File: config.mk
export PLATFORM = sky130hd
export DESIGN_NAME = lifecycle_prot_ctrl
export DESIGN_NICKNAME = d
export VERILOG_FILES = /design/src/rtl/lifecycle_pkg.sv /design/src/rtl/lc_stage_reg.sv /design/src/rtl/lc_boot_seq.sv /design/src/rtl/lc_dead_policy.sv /design/src/rtl/lifecycle_prot_ctrl.sv
export SDC_FILE = /design/constraint.sdc
export NUM_CORES = 1
export LEC_CHECK = 0
export CORE_UTILIZATION = 54
export DETAILED_ROUTE_END_ITERATION = 8
export DONT_BUFFER_PORTS = 1
export HOLD_SLACK_MARGIN = 0.12
export PLACE_DENSITY = 0.79
export SYNTH_ARGS = -nofsm -noshare
export SYNTH_HDL_FRONTEND = slang
export SYNTH_SLANG_ARGS = --single-unit
File: constraint.sdc
create_clock -name clk_i -period 1.7 [get_ports clk_i]
set_input_delay 0.255 -clock clk_i [delete_from_list [all_inputs] [get_ports clk_i]]
set_output_delay 0.255 -clock clk_i [all_outputs]
set_load 0.02 [all_outputs]
File: src/rtl/lifecycle_pkg.sv
package lifecycle_pkg;

  typedef enum logic [1:0] {
    TGT_NORMAL = 2'd0,
    TGT_SECDBG = 2'd1,
    TGT_SECURE = 2'd2,
    TGT_RMA    = 2'd3
  } lc_target_e;

  localparam int unsigned STAGE_W = 3;
  localparam logic [STAGE_W-1:0] STG_NORMAL = 3'b000;
  localparam logic [STAGE_W-1:0] STG_SECDBG = 3'b001;
  localparam logic [STAGE_W-1:0] STG_SECURE = 3'b011;
  localparam logic [STAGE_W-1:0] STG_RMA    = 3'b111;

  typedef enum logic [2:0] {
    PROT_NORMAL = 3'd0,
    PROT_SECDBG = 3'd1,
    PROT_SECURE = 3'd2,
    PROT_RMA    = 3'd3,
    PROT_DEAD   = 3'd4
  } prot_e;

  typedef enum logic [2:0] {
    BS_SETUP,
    BS_HASH,
    BS_SIG,
    BS_DONE,
    BS_DEAD
  } boot_e;

  function automatic logic [STAGE_W-1:0] target_code(lc_target_e t);
    unique case (t)
      TGT_NORMAL: return STG_NORMAL;
      TGT_SECDBG: return STG_SECDBG;
      TGT_SECURE: return STG_SECURE;
      default:    return STG_RMA;
    endcase
  endfunction

endpackage

File: src/rtl/lc_stage_reg.sv
module lc_stage_reg
  import lifecycle_pkg::*;
(
  input  logic               clk_i,
  input  logic               fuse_rst_ni,
  input  logic               adv_req_i,
  input  lc_target_e         adv_target_i,
  output logic [STAGE_W-1:0] stage_o,
  output logic               adv_err_o
);

  logic [STAGE_W-1:0] stage_q;
  logic               err_q;
  logic               legal;

  always_comb begin
    legal = 1'b0;
    if (adv_target_i == TGT_RMA) begin
      legal = (stage_q != STG_RMA);
    end else if (stage_q == STG_NORMAL) begin
      legal = (adv_target_i == TGT_SECDBG) || (adv_target_i == TGT_SECURE);
    end
  end

  always_ff @(posedge clk_i or negedge fuse_rst_ni) begin
    if (!fuse_rst_ni) begin
      stage_q <= STG_NORMAL;
      err_q   <= 1'b0;
    end else begin
      err_q <= adv_req_i && !legal;
      // set-only update: bits are never cleared
      if (adv_req_i && legal) stage_q <= stage_q | target_code(adv_target_i);
    end
  end

  assign stage_o   = stage_q;
  assign adv_err_o = err_q;

  p_therm_code_r2: assert property (@(posedge clk_i) disable iff (!fuse_rst_ni)
    (stage_q == STG_NORMAL) || (stage_q == STG_SECDBG) ||
    (stage_q == STG_SECURE) || (stage_q == STG_RMA));

  p_bits_only_set_r4: assert property (@(posedge clk_i) disable iff (!fuse_rst_ni)
    ((stage_q & $past(stage_q)) == $past(stage_q)));

  p_secdbg_refuse_r4: assert property (@(posedge clk_i) disable iff (!fuse_rst_ni)
    (adv_req_i && stage_q == STG_SECDBG && adv_target_i == TGT_SECURE)
    |=> (adv_err_o && stage_o == STG_SECDBG));

endmodule

File: src/rtl/lc_boot_seq.sv
module lc_boot_seq
  import lifecycle_pkg::*;
#(
  parameter int unsigned SETUP_CYCLES = 16
) (
  input  logic               clk_i,
  input  logic               rst_ni,
  input  logic [STAGE_W-1:0] stage_i,
  input  logic               hash_valid_i,
  input  logic               hash_pass_i,
  input  logic               sig_valid_i,
  input  logic               sig_pass_i,
  output logic               dead_o,
  output logic               jump_o
);

  localparam int unsigned CNT_W = $clog2(SETUP_CYCLES + 1);
  localparam logic [CNT_W-1:0] CNT_LAST = CNT_W'(SETUP_CYCLES - 1);

  boot_e            state_q, state_d;
  logic [CNT_W-1:0] cnt_q, cnt_d;
  logic             chk_now;

  assign chk_now = (stage_i == STG_SECDBG) || (stage_i == STG_SECURE);

  always_comb begin
    state_d = state_q;
    cnt_d   = cnt_q;
    unique case (state_q)
      BS_SETUP: begin
        if (chk_now && (hash_valid_i || sig_valid_i)) state_d = BS_DEAD;
        else if (cnt_q == CNT_LAST) state_d = chk_now ? BS_HASH : BS_DONE;
        else cnt_d = cnt_q + 1'b1;
      end
      BS_HASH: begin
        if (sig_valid_i || (hash_valid_i && !hash_pass_i)) state_d = BS_DEAD;
        else if (hash_valid_i) state_d = BS_SIG;
      end
      BS_SIG: begin
        if (hash_valid_i || (sig_valid_i && !sig_pass_i)) state_d = BS_DEAD;
        else if (sig_valid_i) state_d = BS_DONE;
      end
      default: ;
    endcase
  end

  always_ff @(posedge clk_i or negedge rst_ni) begin
    if (!rst_ni) begin
      state_q <= BS_SETUP;
      cnt_q   <= '0;
    end else begin
      state_q <= state_d;
      cnt_q   <= cnt_d;
    end
  end

  assign dead_o = (state_q == BS_DEAD);
  assign jump_o = (state_q == BS_DONE);

  p_dead_sticky_r8: assert property (@(posedge clk_i) disable iff (!rst_ni)
    dead_o |=> dead_o);

  p_sig_early_r9: assert property (@(posedge clk_i) disable iff (!rst_ni)
    (state_q == BS_HASH && sig_valid_i) |=> dead_o);

  p_jump_after_sig_r7: assert property (@(posedge clk_i) disable iff (!rst_ni)
    (state_q == BS_SIG && !jump_o) ##1 jump_o |-> $past(sig_valid_i && sig_pass_i));

endmodule

File: src/rtl/lc_dead_policy.sv
module lc_dead_policy #(
  parameter int unsigned DBG_PORTS = 4
) (
  input  logic                 clk_i,
  input  logic                 fuse_rst_ni,
  input  logic                 lock_i,
  input  logic                 we_i,
  input  logic [DBG_PORTS-1:0] wdata_i,
  output logic [DBG_PORTS-1:0] mask_o
);

  logic [DBG_PORTS-1:0] mask_q;

  always_ff @(posedge clk_i or negedge fuse_rst_ni) begin
    if (!fuse_rst_ni) mask_q <= '0;
    else if (we_i && !lock_i) mask_q <= wdata_i;
  end

  assign mask_o = mask_q;

  p_locked_stable_r11: assert property (@(posedge clk_i) disable iff (!fuse_rst_ni)
    lock_i |=> $stable(mask_o));

endmodule

File: src/rtl/lifecycle_prot_ctrl.sv
module lifecycle_prot_ctrl
  import lifecycle_pkg::*;
#(
  parameter int unsigned DBG_PORTS    = 4,
  parameter int unsigned SETUP_CYCLES = 16
) (
  input  logic                 clk_i,
  input  logic                 fuse_rst_ni,
  input  logic                 rst_ni,
  input  logic                 adv_req_i,
  input  logic [1:0]           adv_target_i,
  input  logic                 hash_valid_i,
  input  logic                 hash_pass_i,
  input  logic                 sig_valid_i,
  input  logic                 sig_pass_i,
  input  logic                 dar_we_i,
  input  logic [DBG_PORTS-1:0] dar_wdata_i,
  output logic [2:0]           stage_o,
  output logic                 adv_err_o,
  output logic [2:0]           prot_o,
  output logic [DBG_PORTS-1:0] dbg_en_o,
  output logic                 jump_o
);

  logic [STAGE_W-1:0]   stage;
  logic                 dead;
  logic [DBG_PORTS-1:0] dead_mask;
  prot_e                prot;
  logic                 all_open;

  lc_stage_reg i_stage (
    .clk_i       (clk_i),
    .fuse_rst_ni (fuse_rst_ni),
    .adv_req_i   (adv_req_i),
    .adv_target_i(lc_target_e'(adv_target_i)),
    .stage_o     (stage),
    .adv_err_o   (adv_err_o)
  );

  lc_boot_seq #(.SETUP_CYCLES(SETUP_CYCLES)) i_boot (
    .clk_i       (clk_i),
    .rst_ni      (rst_ni),
    .stage_i     (stage),
    .hash_valid_i(hash_valid_i),
    .hash_pass_i (hash_pass_i),
    .sig_valid_i (sig_valid_i),
    .sig_pass_i  (sig_pass_i),
    .dead_o      (dead),
    .jump_o      (jump_o)
  );

  // lock once the secure bit (bit 1) is set: secure or RMA
  lc_dead_policy #(.DBG_PORTS(DBG_PORTS)) i_dead (
    .clk_i      (clk_i),
    .fuse_rst_ni(fuse_rst_ni),
    .lock_i     (stage[1]),
    .we_i       (dar_we_i),
    .wdata_i    (dar_wdata_i),
    .mask_o     (dead_mask)
  );

  always_comb begin
    if (dead) prot = PROT_DEAD;
    else begin
      unique case (stage)
        STG_NORMAL: prot = PROT_NORMAL;
        STG_SECDBG: prot = PROT_SECDBG;
        STG_RMA:    prot = PROT_RMA;
        default:    prot = PROT_SECURE;
      endcase
    end
  end

  assign all_open = (prot != PROT_SECURE);

  for (genvar g = 0; g < DBG_PORTS; g++) begin : g_dbg
    assign dbg_en_o[g] = (prot == PROT_DEAD) ? dead_mask[g] : all_open;
  end

  assign stage_o = stage;
  assign prot_o  = prot;

  p_secure_closed_r10: assert property (@(posedge clk_i) disable iff (!rst_ni || !fuse_rst_ni)
    (prot_o == PROT_SECURE) |-> (dbg_en_o == '0));

  p_dead_mask_r10: assert property (@(posedge clk_i) disable iff (!rst_ni || !fuse_rst_ni)
    (prot_o == PROT_DEAD) |-> (dbg_en_o == dead_mask));

  p_no_jump_dead_r8: assert property (@(posedge clk_i) disable iff (!rst_ni || !fuse_rst_ni)
    jump_o |-> (prot_o != PROT_DEAD));

endmodule

==> run metrics, run 1 <==
Max Clk Rate 571 MHz; port bufs 0; most common cell in the netlist dfrtp_1; async set-reset flop share out of synthesis 100%; final worst-path cycle share 103%; hold depth 2; crit-path max FO 6; Worst R2R Setup Slack 0.03 ns; Ys Warns 0; Post-Layout Cell Count 130; Multi-input gate area 582 sq um; fin util 78.6%; WL final 2100 um; EDFF count, synth 0; critical path's top delay family flip-flops; Total GRT Usage 22.5%; final setup violation count 5; worst endpoint required time 1.44 ns; setup ws final -0.0500 ns; DR WL/cell 16.1 um; Routed Antenna Nets 0; Worst Hold Path EP i_boot.state_q[2]; Max rail drop VDD 0.000596 V; area grow syn2layout 28.9%; Area contributors post-synth dfrtp_1 (42%), ha_1 (5.2%), mux2_2 (4.7%); Vias/cell 5.91; vias in the first global route 713; Overflow after GRT 0; Starting Density 61.0%; Pins Over Slew Limit 0; via count 768; worst hold slack 0.240 ns; worst slew pin tran 0.452 ns; MaxCap Viol Count 0; Yosys top cell area share 41.7%; share of layout cells above drive strength 1 34.2%; drt first pass iters 8; crit path buf inv count 1; TritonCTS clock tree done; Die X 44.2 um; Area after DPL 1040 sq um; DRT iter0 DRCs 15; final setup TNS -0.219 ns; type of the worst setup path reg -> out; Clock Latency Late Sink 0.28 ns; Clock Sinks 16; failing checks DRC, setup timing; largest net degree at the start of global routing 10; global-route wire length before repair 3140 um; unrepaired setup endpoints after global routing yes; Worst path slowest cell dfrtp_1; Rows 14; relative slew slack 69.9%; CTS H-tree lvls 1; register area 400 sq um; min-delay src hash_valid_i; syn_area_per_cell 9.91 sq um; Seq/Total Area, Yosys 41.7%; HP Class in -> reg; placed cells 115; clk buf depth 2; Synth Flop Type dfrtp_1; CP max stage delay 0.41 ns; Startpoint Class flop; clk_skew 0.00674 ns; Final GP Congestion 0.823; total I/O pin count 27; crit end category output port; # DRC 2; Final Cell Area 1240 sq um; antenna violations before repair 0; Leakage 0.532 nW; min Tclk post-route 1.75 ns; Synth area leader dfrtp_1; Syn Inst Count 97; CTS root buffer clkbuf_4; number of synthesized register bits 16; HPWL after DPL 1360 um; Cell variety after synth 38; core area 1580 sq um; fillers 88; Die Area 1950 sq um; Final #Nets 134; Final Hold Viols 0; pwr dens 908 nW/um^2; Die Ht 44.2 um; data arrival time of the worst path 1.49 ns; Critical Path, Cell by Cell or3b_4 > buf_4 > o21a_4; RR Endpoint i_boot.cnt_q[1]; status complete, but fails checks; CTS Buf Count 3; reg2reg path depth 5; syn_nets 116; top cells by count, synth dfrtp_1 (16), inv_1 (10), nand2_1 (8); reg2reg start i_boot.cnt_q[0]; n_diodes 0; Synth Cell Area 961 sq um; Worst-path clk slew 0.10 ns
-- metrics by stage --
stage	setup WS (ns)	power, W
finish	-0.0500	0.00113
global route	-0.0815	0.00118
CTS	-0.0851	0.00112
detailed placement	0.0267	0.000780
global placement	0.0631	0.000774
floorplan	-0.00399	0.000754
-- cells in the final DEF (no fill, tap or decap), types with 2 or more instances in the layout --
| cell type | count |
|---|---|
| ha_1 | 2 |
| mux2i_1 | 2 |
| buf_4 | 11 |
| clkbuf_4 | 3 |
| dlygate4sd3_1 | 8 |
| nor2_1 | 6 |
| dfrtp_1 | 16 |
| inv_1 | 9 |
| o21ai_0 | 2 |
| nand2_1 | 7 |
| a21oi_1 | 5 |
| xnor2_1 | 3 |
| o21a_4 | 5 |
| and3_4 | 2 |
| mux2_2 | 4 |
| a31o_2 | 2 |
-- metal layers --
layer,vias to the layer above,GRT usage [%],part of all wire [%]
met5,-,0,0
met4,0,9.09,0
met3,0,2.45,4.0
met2,23,38.2,52
met1,376,29.3,44
li1,369,-,-
-- sequential cells by signal (all words and copies together), names as in the netlist --
| signal | flops |
|---|---|
| i_dead.mask_o | 4 |
| i_stage.stage_o | 3 |
| i_boot.state_q | 3 |
| i_stage.adv_err_o | 1 |
| i_boot.cnt_q | 5 |
-- power breakdown --
group	internal, W	leakage (nW)	switching (W)	total (W)
combinational	0.000184	0.328	0.000173	0.000357
sequential	0.000444	0.182	0.0000726	0.000517
clock	0.000130	0.0210	0.000121	0.000251
total	0.000759	0.532	0.000366	0.00113
-- timing repair --
action | CTS | global route
setup endpoints to repair | 6 | 9
setup buffers | 1 | 2
endpoints found under the hold margin | 24 | 0
hold buffers | 8 | 0
resized for setup | 10 | 3
pin swaps | 2 | 3
-- worst max-delay path by stage --
stage | startpoint | to | slack, ns | cells past startpoint
after floorplan | i_boot.cnt_q[0] | i_boot.cnt_q[1] | -0.004 | 5
after global placement | i_boot.cnt_q[1] | i_boot.cnt_q[1] | 0.06 | 5
after detailed placement | i_boot.cnt_q[0] | i_boot.cnt_q[1] | 0.03 | 5
after CTS | i_boot.state_q[1] | dbg_en_o[2] | -0.09 | 4
after global routing | i_boot.state_q[1] | dbg_en_o[2] | -0.08 | 4
final | i_boot.state_q[1] | dbg_en_o[3] | -0.05 | 3
-- logic make-up (layout without fill, tap and decap cells) --
| logic type | count (synthesis) | after routing | synth area share, % |
|---|---|---|---|
| xor+xnor | 4 | 4 | 3.65 |
| simple gates | 25 | 25 | 13.3 |
| flops | 16 | 16 | 41.7 |
| mux | 7 | 7 | 7.94 |
| fa+ha+maj | 4 | 4 | 5.21 |
| buf+inv | 16 | 33 | 7.42 |
| compound gates | 25 | 25 | 20.8 |
-- area by class of cell --
class	count	area share, %
clock buffer	4	2.93
inverter	10	3.03
multi-input combinational	65	47.0
sequential	16	32.3
tap	16	1.62
timing repair buffer	19	13.1
Note: power is estimated with default switching activity, not from simulation.
==> run 2: changes to the inputs <==
--- a/config.mk
+++ b/config.mk
@@ -5,6 +5,7 @@
 export SDC_FILE = /design/constraint.sdc
 export NUM_CORES = 1
 export LEC_CHECK = 0
+export CORE_ASPECT_RATIO = 1.25
 export CORE_UTILIZATION = 54
 export DETAILED_ROUTE_END_ITERATION = 8
 export DONT_BUFFER_PORTS = 1
==> run 2 against run 1 <==
Against the previous run: the flow finishes with violations (setup timing); first-iteration DRC count rose by 110%; sequential power fell by 1%; fmax rose by 1.3%; global-route usage rose by 0.58 points; clock skew barely moved; power fell by 0.47%; clock power barely moved; critical path type unchanged; critical endpoint is now dbg_en_o[1]; largest cell class unchanged; highest routed layer is now met4.
==> run metrics, run 2 (synthesis gave the netlist of run 1 again) <==
worst slew pin tran 0.427 ns; antenna violations before repair 0; DR WL/cell 15.0 um; clk buf depth 2; Leakage 0.553 nW; Max Clk Rate 579 MHz; Total GRT Usage 23.1%; unrepaired setup endpoints after global routing yes; max reg flops 5; Worst-path clk slew 0.09 ns; global-route wire length before repair 3080 um; Sw Share 32.0%; share of layout cells above drive strength 1 37.3%; n_diodes 0; most frequent cells in the layout dfrtp_1 (16), buf_4 (15), inv_1 (9), dlygate4sd3_1 (8), nand2_1 (7); CTS Buf Count 3; clk_skew 0.00719 ns; commonest non-fill, non-tap cell in the layout dfrtp_1; Routed Antenna Nets 0; via count 786; final setup TNS -0.119 ns; Vias/cell 5.78; TritonCTS clock tree done; Clock Latency Late Sink 0.29 ns; sw power 0.000358 W; HP Class in -> reg; WL final 2040 um; Die Area 1950 sq um; Final Hold Viols 0; crit-path max FO 6; CP max stage delay 0.40 ns; Seq pwr share 45.7%; internal power 0.000762 W; largest net degree at the start of global routing 10; relative slew slack 71.6%; Comb pwr share 31.9%; Startpoint Class flop; CTS root buffer clkbuf_4; status complete, but fails checks; fin util 78.7%; failing checks setup timing; # DRC 0; Pins Over Slew Limit 0; type of the worst setup path reg -> out; Clock Power Share 22.4%; drt first pass iters 4; Die X 39.7 um; Critical Path, Cell by Cell or3b_4 > buf_4 > o21a_4; data arrival time of the worst path 1.47 ns; HPWL after DPL 1420 um; Final GP Congestion 0.806; port bufs 0; final worst-path cycle share 102%; Rows 16; MaxCap Viol Count 0; Overflow after GRT 0; worst hold slack 0.251 ns; Max rail drop VDD 0.000419 V; setup ws final -0.0268 ns; Worst path slowest cell or3b_4; pwr dens 878 nW/um^2; min Tclk post-route 1.73 ns; CTS H-tree lvls 1; total I/O pin count 27; placed cells 118; core area 1620 sq um; Post-Layout Cell Count 136; vias in the first global route 788; Clock Sinks 16; Final #Nets 138; worst endpoint required time 1.44 ns; Final Power 0.00112 W; Die Ht 49.2 um; DRT iter0 DRCs 31; largest reg by FF count i_boot.cnt_q; final setup violation count 6; Starting Density 59.3%; crit end category output port; area grow syn2layout 32.8%
[run 2: through the flow]
stage          cell area [sq um]  setup slack [ns]
2_1_floorplan                990          -0.00399
3_3_place_gp                1050           0.00737
3_5_place_dp                1050           -0.0485
4_1_cts                     1250           -0.0357
5_1_grt                     1280           -0.0973
6_report                    1280           -0.0268
[run 2: power groups by stage]
| stage | Sequential [W] | Clock, W | Combinational, W |
|---|---|---|---|
| 2_1_floorplan | 0.000488 | 0 | 0.000266 |
| 3_3_place_gp | 0.000501 | 0 | 0.000275 |
| 3_5_place_dp | 0.000509 | 0 | 0.000278 |
| 4_1_cts | 0.000510 | 0.000255 | 0.000352 |
| 5_1_grt | 0.000524 | 0.000275 | 0.000382 |
| 6_report | 0.000512 | 0.000251 | 0.000357 |
[run 2: final cells by class]
cell class / instances / area [sq um]
Clock buffer: 4 / 36.3
Timing Repair Buffer: 23 / 193
Fill cell: 92 / 345
Tap cell: 18 / 22.5
Sequential cell: 16 / 400
Inverter: 10 / 37.5
Multi-Input combinational cell: 65 / 587
[run 2: final timing paths]
| kind | startpoint | end | slack (ns) | cells past startpoint |
|---|---|---|---|---|
| max | i_boot.state_q[0] | dbg_en_o[1] | -0.03 | 3 |
| min in group asynchronous | rst_ni | i_boot.cnt_q[0] | 0.29 | 1 |
| min reg2reg | i_boot.cnt_q[3] | i_boot.cnt_q[3] | 0.49 | 1 |
| max in group asynchronous | fuse_rst_ni | i_dead.mask_o[3] | 1.13 | 1 |
| max reg2reg | i_boot.cnt_q[0] | i_boot.cnt_q[1] | -0.02 | 5 |
| min | hash_valid_i | i_boot.state_q[2] | 0.25 | 2 |
[run 2: timing repair]
item                       4_1_cts  5_1_grt
buffers inserted                 6        0
pin swaps                        0        3
hold buffers                     8        0
setup endpoints to repair        9       12
hold endpoints to repair        24        0
gates resized for setup          8        6
[run 2: critical path: cells and delay by family, from the launching register on]
family | cells | cell delay [ns]
and+or+nand+nor | 1 | 0.40
AOI/OAI and AO/OA | 1 | 0.22
DFF | 1 | 0.39
buffers and inverters | 1 | 0.18
[run 2: per-layer routing]
layer / vias up / part of all wire (%) / track usage (%)
met5: - / 0 / 0
met4: 0 / 1.7 / 12.6
met3: 4 / 5.2 / 5.94
met2: 30 / 52 / 38.8
met1: 374 / 41 / 24.5
li1: 378 / - / -
